### src/rtl/dcr_pkg.sv
package dcr_pkg;
  parameter int unsigned DCR_NUM_CH = 16;
  parameter int unsigned DCR_SLOT_W = 8;
  parameter int unsigned DCR_ADJ_W  = 6;
endpackage

### src/rtl/dcr_rst_sync.sv
module dcr_rst_sync (
  input  logic clk_i,
  input  logic rst_n_i,
  output logic rst_sync_n_o
);
  logic [1:0] stage_q;
  logic [1:0] stage_d;

  always_comb begin
    stage_d = {stage_q[0], 1'b1};
  end

  always_ff @(posedge clk_i or negedge rst_n_i) begin
    if (!rst_n_i) stage_q <= 2'b00;
    else          stage_q <= stage_d;
  end

  assign rst_sync_n_o = stage_q[1];
endmodule

### src/rtl/dcr_shift_chain.sv
module dcr_shift_chain #(
  parameter int unsigned WIDTH = 128
) (
  input  logic             clk_i,
  input  logic             rst_n_i,
  input  logic             shift_en_i,
  input  logic             sdi_i,
  output logic [WIDTH-1:0] chain_o
);
  logic [WIDTH-1:0] chain_q;
  logic [WIDTH-1:0] chain_d;

  always_comb begin
    chain_d = chain_q;
    if (shift_en_i) chain_d = {chain_q[WIDTH-2:0], sdi_i};
  end

  always_ff @(posedge clk_i or negedge rst_n_i) begin
    if (!rst_n_i) chain_q <= '0;
    else          chain_q <= chain_d;
  end

  assign chain_o = chain_q;
endmodule

### src/rtl/dcr_latch_ctrl.sv
module dcr_latch_ctrl (
  input  logic clk_i,
  input  logic rst_n_i,
  input  logic latch_i,
  input  logic bank_sel_i,
  output logic load_o
);
  // Held at 1 in reset: a strobe already high at release is not an edge.
  logic latch_q;
  logic latch_d;

  always_comb begin
    latch_d = latch_i;
  end

  always_ff @(posedge clk_i or negedge rst_n_i) begin
    if (!rst_n_i) latch_q <= 1'b1;
    else          latch_q <= latch_d;
  end

  assign load_o = latch_i & ~latch_q & ~bank_sel_i;
endmodule

### src/rtl/dcr_hold_bank.sv
module dcr_hold_bank #(
  parameter int unsigned NUM_CH = 16,
  parameter int unsigned SLOT_W = 8,
  parameter int unsigned ADJ_W  = 6
) (
  input  logic                     clk_i,
  input  logic                     rst_n_i,
  input  logic                     load_i,
  input  logic [NUM_CH*SLOT_W-1:0] chain_i,
  output logic [NUM_CH*ADJ_W-1:0]  adj_o
);
  for (genvar ch = 0; ch < NUM_CH; ch++) begin : g_ch
    logic [ADJ_W-1:0] hold_q;
    logic [ADJ_W-1:0] hold_d;

    always_comb begin
      hold_d = hold_q;
      // The upper SLOT_W-ADJ_W bits of the slot are dropped here.
      if (load_i) hold_d = chain_i[ch*SLOT_W +: ADJ_W];
    end

    always_ff @(posedge clk_i or negedge rst_n_i) begin
      if (!rst_n_i) hold_q <= '0;
      else          hold_q <= hold_d;
    end

    assign adj_o[ch*ADJ_W +: ADJ_W] = hold_q;
  end
endmodule

### src/rtl/dot_corr_serial.sv
module dot_corr_serial
  import dcr_pkg::*;
#(
  parameter int unsigned NUM_CH = DCR_NUM_CH,
  parameter int unsigned SLOT_W = DCR_SLOT_W,
  parameter int unsigned ADJ_W  = DCR_ADJ_W
) (
  input  logic                    clk_i,
  input  logic                    rst_n_i,
  input  logic                    sdi_i,
  input  logic                    latch_i,
  input  logic                    bank_sel_i,
  output logic                    sdo_o,
  output logic [NUM_CH*ADJ_W-1:0] adj_o
);
  localparam int unsigned CHAIN_W = NUM_CH * SLOT_W;

  logic               rst_sync_n;
  logic               shift_en;
  logic               load_en;
  logic [CHAIN_W-1:0] chain_q;

  assign shift_en = ~bank_sel_i;

  dcr_rst_sync u_rst_sync (
    .clk_i        (clk_i),
    .rst_n_i      (rst_n_i),
    .rst_sync_n_o (rst_sync_n)
  );

  dcr_shift_chain #(.WIDTH(CHAIN_W)) u_chain (
    .clk_i      (clk_i),
    .rst_n_i    (rst_sync_n),
    .shift_en_i (shift_en),
    .sdi_i      (sdi_i),
    .chain_o    (chain_q)
  );

  dcr_latch_ctrl u_latch (
    .clk_i      (clk_i),
    .rst_n_i    (rst_sync_n),
    .latch_i    (latch_i),
    .bank_sel_i (bank_sel_i),
    .load_o     (load_en)
  );

  dcr_hold_bank #(.NUM_CH(NUM_CH), .SLOT_W(SLOT_W), .ADJ_W(ADJ_W)) u_hold (
    .clk_i   (clk_i),
    .rst_n_i (rst_sync_n),
    .load_i  (load_en),
    .chain_i (chain_q),
    .adj_o   (adj_o)
  );

  assign sdo_o = chain_q[CHAIN_W-1];
endmodule

### config.mk
export PLATFORM = sky130hd
export DESIGN_NAME = dot_corr_serial
export DESIGN_NICKNAME = d
export VERILOG_FILES = /design/src/rtl/dcr_pkg.sv /design/src/rtl/dcr_rst_sync.sv /design/src/rtl/dcr_shift_chain.sv /design/src/rtl/dcr_latch_ctrl.sv /design/src/rtl/dcr_hold_bank.sv /design/src/rtl/dot_corr_serial.sv
export SDC_FILE = /design/constraint.sdc
export NUM_CORES = 1
export LEC_CHECK = 0
export ABC_AREA = 1
export BUFFER_PORTS_ARGS = -buffer_cell sky130_fd_sc_hd__buf_2
export CORE_ASPECT_RATIO = 0.75
export CORE_UTILIZATION = 55
export CTS_CLUSTER_DIAMETER = 40
export DETAILED_ROUTE_END_ITERATION = 6
export PLACE_DENSITY = 0.86
export SYNTH_ARGS = -nofsm -noshare
export SYNTH_HDL_FRONTEND = slang
export SYNTH_SLANG_ARGS = --single-unit
### constraint.sdc
create_clock -name clk_i -period 8.81 [get_ports clk_i]
set_clock_uncertainty 0.2 [all_clocks]
set_input_delay 0 -clock clk_i [delete_from_list [all_inputs] [get_ports clk_i]]
set_output_delay 0 -clock clk_i [all_outputs]
set_load 0.005 [all_outputs]
# Word-level counts from Yosys, hierarchy flattened
# Cells that the tools add are included.
[classes]
bitwise = 4
[ops]
columns = ["op", "count"]
rows = [
  ["$and 1x1->1", 2],
  ["$not 1->1", 2],
]
[totals]
wordCells = 23
output_inout_bits = 97
regBits = 227
in_bits = 5

# Logic depth before layout (Yosys ltp)
[logic_depth]
depth_word = 3
mapped_depth = 6
mapped_depth_nobuf = 4

# Hierarchy
# Synthesis repeated with hierarchy kept, for this count alone.
[unflattened]
cells_unflattened = 955
area_unflattened_um2 = 8687.1
[by_module_without_submodules]
columns = ["mod", "cells_each", "seq_area_each_um2", "instances", "area_each_um2"]
rows = [
  ["dcr_shift_chain", 541, 3203.1, 1, 4959.8],
  ["dcr_hold_bank", 406, 2402.3, 1, 3629.7],
  ["dcr_rst_sync", 3, 50.0, 1, 53.8],
  ["dcr_latch_ctrl", 4, 26.3, 1, 40.0],
  ["dot_corr_serial", 1, 0.0, 1, 3.8],
]

# Least setup slack after synthesis
# OpenSTA, ideal clock, no wires.
[synth_timing]
kind = "register to register"
startpoint = "reg u_latch.latch_q"
endpoint = "reg u_hold.g_ch[15].hold_q[1]"
t_required_ps = 8543
setup_time_ps = 67
t_arrival_ps = 1078
period_less_slack_ps = 1345
path_slack_ps = 7465
stages_incl_launch_ff = 7
path_buffers = 2
path_cell_list = "dfstp_2 > inv_2 > nand3_2 > buf_4 > buf_2 > nand2_1 > nand2_1"
[synth_between]
elab_chain_len = 3
[synth_rtl]
columns = ["element", "line", "rtl"]
rows = [
  ["from (decl)", "dcr_latch_ctrl.sv:9", "logic latch_q;"],
  ["from (signal assigned)", "dcr_latch_ctrl.sv:18", "else latch_q <= latch_d;"],
  ["$not 1->1", "dcr_latch_ctrl.sv:21", "assign load_o = latch_i & ~latch_q & ~bank_sel_i;"],
  ["$and 1x1->1 (2 in a row)", "dcr_latch_ctrl.sv:21", ""],
  ["to (signal assigned)", "dcr_hold_bank.sv:24", "else hold_q <= hold_d;"],
  ["to (decl)", "dcr_hold_bank.sv:13", "logic [ADJ_W-1:0] hold_q;"],
]
# Every way passes these cells.
# A chain may end at the register's enable or synchronous reset.

# Final worst setup path
[layout_timing]
startpoint = "in bank_sel_i"
endpoint = "reg u_hold.g_ch[11].hold_q[3]"
[layout_between]
elab_chain_len = 2
[layout_rtl]
columns = ["element", "line", "rtl"]
rows = [
  ["from (decl)", "dot_corr_serial.sv:12", "input logic bank_sel_i,"],
  ["$not 1->1", "dcr_latch_ctrl.sv:21", ""],
  ["$and 1x1->1", "dcr_latch_ctrl.sv:21", ""],
  ["to (signal assigned)", "dcr_hold_bank.sv:24", ""],
  ["to (decl)", "dcr_hold_bank.sv:13", ""],
]
# Every way passes these cells.

==> impl_metrics.json <==
{
  "met1Wirelength_um": 8800,
  "syn_nets": 976,
  "worstSetupEndpointType": "register",
  "wl_met3_um": 1080,
  "routed_wl_um": 17900,
  "top_layer": "met4",
  "period_needed_ps": 2760,
  "drv_slew": 0,
  "fmax_mhz": 362,
  "wl_per_cell_um": 14.2,
  "grt_max_degree": 120,
  "layout.nets": 1047,
  "ys_ff_latch": 227,
  "std_cell_rows": 39,
  "clk_pin_slew_ps": 60,
  "cp.required_ps": 8990,
  "drc": 0,
  "clk_latency_ps": 510,
  "worst-path-max-fanout": 107,
  "grt_first_pass_wirelength_um": 30800,
  "synthCells": 971,
  "core-area_sq_um": 15400,
  "synth-seq-area-share_pct": 64.7,
  "dr.pass1.iters": 5,
  "final_area_sq_um": 10200,
  "synthFlopType": "dfrtp_1",
  "grt_usage_pct": 22.7,
  "drv_cap": 0,
  "async_flop_share_pct": 100,
  "yosysMostFrequentCell": "nand2_1",
  "grt_pass1_vias": 6279,
  "synth.area.top_cells": "dfrtp_1, nand2_1, nand4_1",
  "place_inst": 1213,
  "start_util_pct": 56.9,
  "critPathArrivalTime_ps": 2940,
  "cts_resized": 0,
  "h-tree-depth": 1,
  "cts_root_buffer": "clkbuf_16",
  "portBuffers": 101,
  "rsz0062_at_grt": "false",
  "setup_violations": 0,
  "ys_warn_count": 0,
  "fin_crit_sh_pct": 31.4,
  "max_slew_margin_pct": 25.9,
  "num_vias": 6585,
  "clock_sinks": 227,
  "ys_types": 12,
  "synth_common_cells": "nand2_1, dfrtp_1, nand4_1, buf_2, clkbuf_1",
  "via_per_inst": 5.20,
  "synth_edf_count": 0,
  "cts-buffers-inserted": 26,
  "dieArea_sq_um": 16500,
  "grt_overflow": 0,
  "clock_path_buffers": 3,
  "hp-class": "in2async",
  "route.met2.wl_um": 7850,
  "gp_congestion": 0.735,
  "tns_ps": 0,
  "vdd_ir_drop_max_mv": 0.133,
  "drive_above_1_share_pct": 14.6,
  "worst_pin_slew_ps": 1110,
  "die_h_um": 111,
  "synth.avg_cell_area_sq_um": 9.04,
  "area_growth_pct": 16.7,
  "grt_antenna_before_repair": 0,
  "startpoint_type": "primary input",
  "drt_iter0_drc": 635,
  "dp_hpwl_um": 9800,
  "status": "finished clean",
  "final-hold-violation-count": 0,
  "path_class": "in2reg",
  "final_cell_count_no_fill": 1267,
  "netlist_area_sq_um": 8780,
  "antennaDiodeCount": 0,
  "power_w": 0.00232,
  "synth_area_leader_cell": "dfrtp_1",
  "yosys.area.top_type_share_pct": 64.4,
  "ant_nets": 0,
  "cts_tree": "built",
  "ios": 102,
  "p_leak_nw": 6.03,
  "power_density_nw_per_um2": 227,
  "whs_ps": 127,
  "fp.dieW_um": 148,
  "postPlaceCellArea_sq_um": 9290
}
## kinds of logic (layout without fill, tap and decap cells)
kind of cell	after synthesis	in the layout	share of synthesized area (%)
and+or+nand+nor	669	669	31.4
other	1	1	0.0427
DFF	227	227	64.7
buffers and inverters	72	163	3.71
AOI/OAI and AO/OA	2	2	0.114
## where the power goes
part,leakage (nW),switching [W],total [W],internal (W)
Clock,0.447,0.000419,0.00109,0.000674
Sequential,3.14,0.0000312,0.00111,0.00108
Combinational,2.45,0.0000827,0.000116,0.0000330
## layout make-up
type / instances / area [sq um]
Timing Repair Buffer: 112 / 608
Tap cell: 205 / 256
Inverter: 3 / 17.5
Clock buffer: 37 / 773
Clock inverter: 11 / 128
Sequential cell: 227 / 5690
Multi-Input combinational cell: 672 / 2780
Fill cell: 1205 / 5170
## worst max-delay path, stage by stage
cell           delay (ps)
dlygate4sd3_1         540
buf_4                 350
inv_6                 620
nand3_4               960
nand2_1               270
nand2_1               100
## worst paths after layout
path	from	endpoint	slack, ps	cells past startpoint
min in group clk_i	u_rst_sync.stage_q[0]	u_rst_sync.stage_q[1]	150	0
worst max-delay path	bank_sel_i	u_hold.g_ch[11].hold_q[3]	6050	6
worst min-delay path	rst_n_i	u_rst_sync.stage_q[1]	130	3
max in group asynchronous	u_rst_sync.stage_q[1]	u_chain.chain_o[89]	6590	1
worst min register to register	u_rst_sync.stage_q[0]	u_rst_sync.stage_q[1]	150	0
worst max register to register	u_rst_sync.stage_q[1]	u_chain.chain_o[89]	6590	1
## per-stage QoR
stage,setup WS (ps),utilization (%)
2_1_floorplan,1820,-
3_3_place_gp,6180,60.2
3_5_place_dp,6100,60.2
4_1_cts,6080,66.5
5_1_grt,5800,66.5
6_report,6050,66.5
## layer usage
layer	GRT usage (%)	vias up
li1	-	3235
met3	3.57	18
met2	34.0	205
met4	4.33	0
met5	0	-
met1	35.7	3127
## sequential cells by signal, indices dropped and copies added, names as in the netlist
signal,cells
u_chain.chain_o,128
u_latch.latch_q,1
u_rst_sync.stage_q,2
u_hold.g_ch.hold_q,96
## cells in the final DEF (no fill, tap or decap), drive strengths merged
cell type,count
buf,106
bufinv,2
clkbuf,37
clkinv,7
conb,1
dfrtp,226
dfstp,1
dlygate4sd3,6
inv,5
nand2,572
nand3,1
nand4,96
o21ai,2
## what timing repair did
item / CTS / global route
hold buffers: 6 / 0
endpoints found under the hold margin: 67 / 0
setup buffers: 0 / 0
Note: power is estimated with default switching activity, not from simulation.
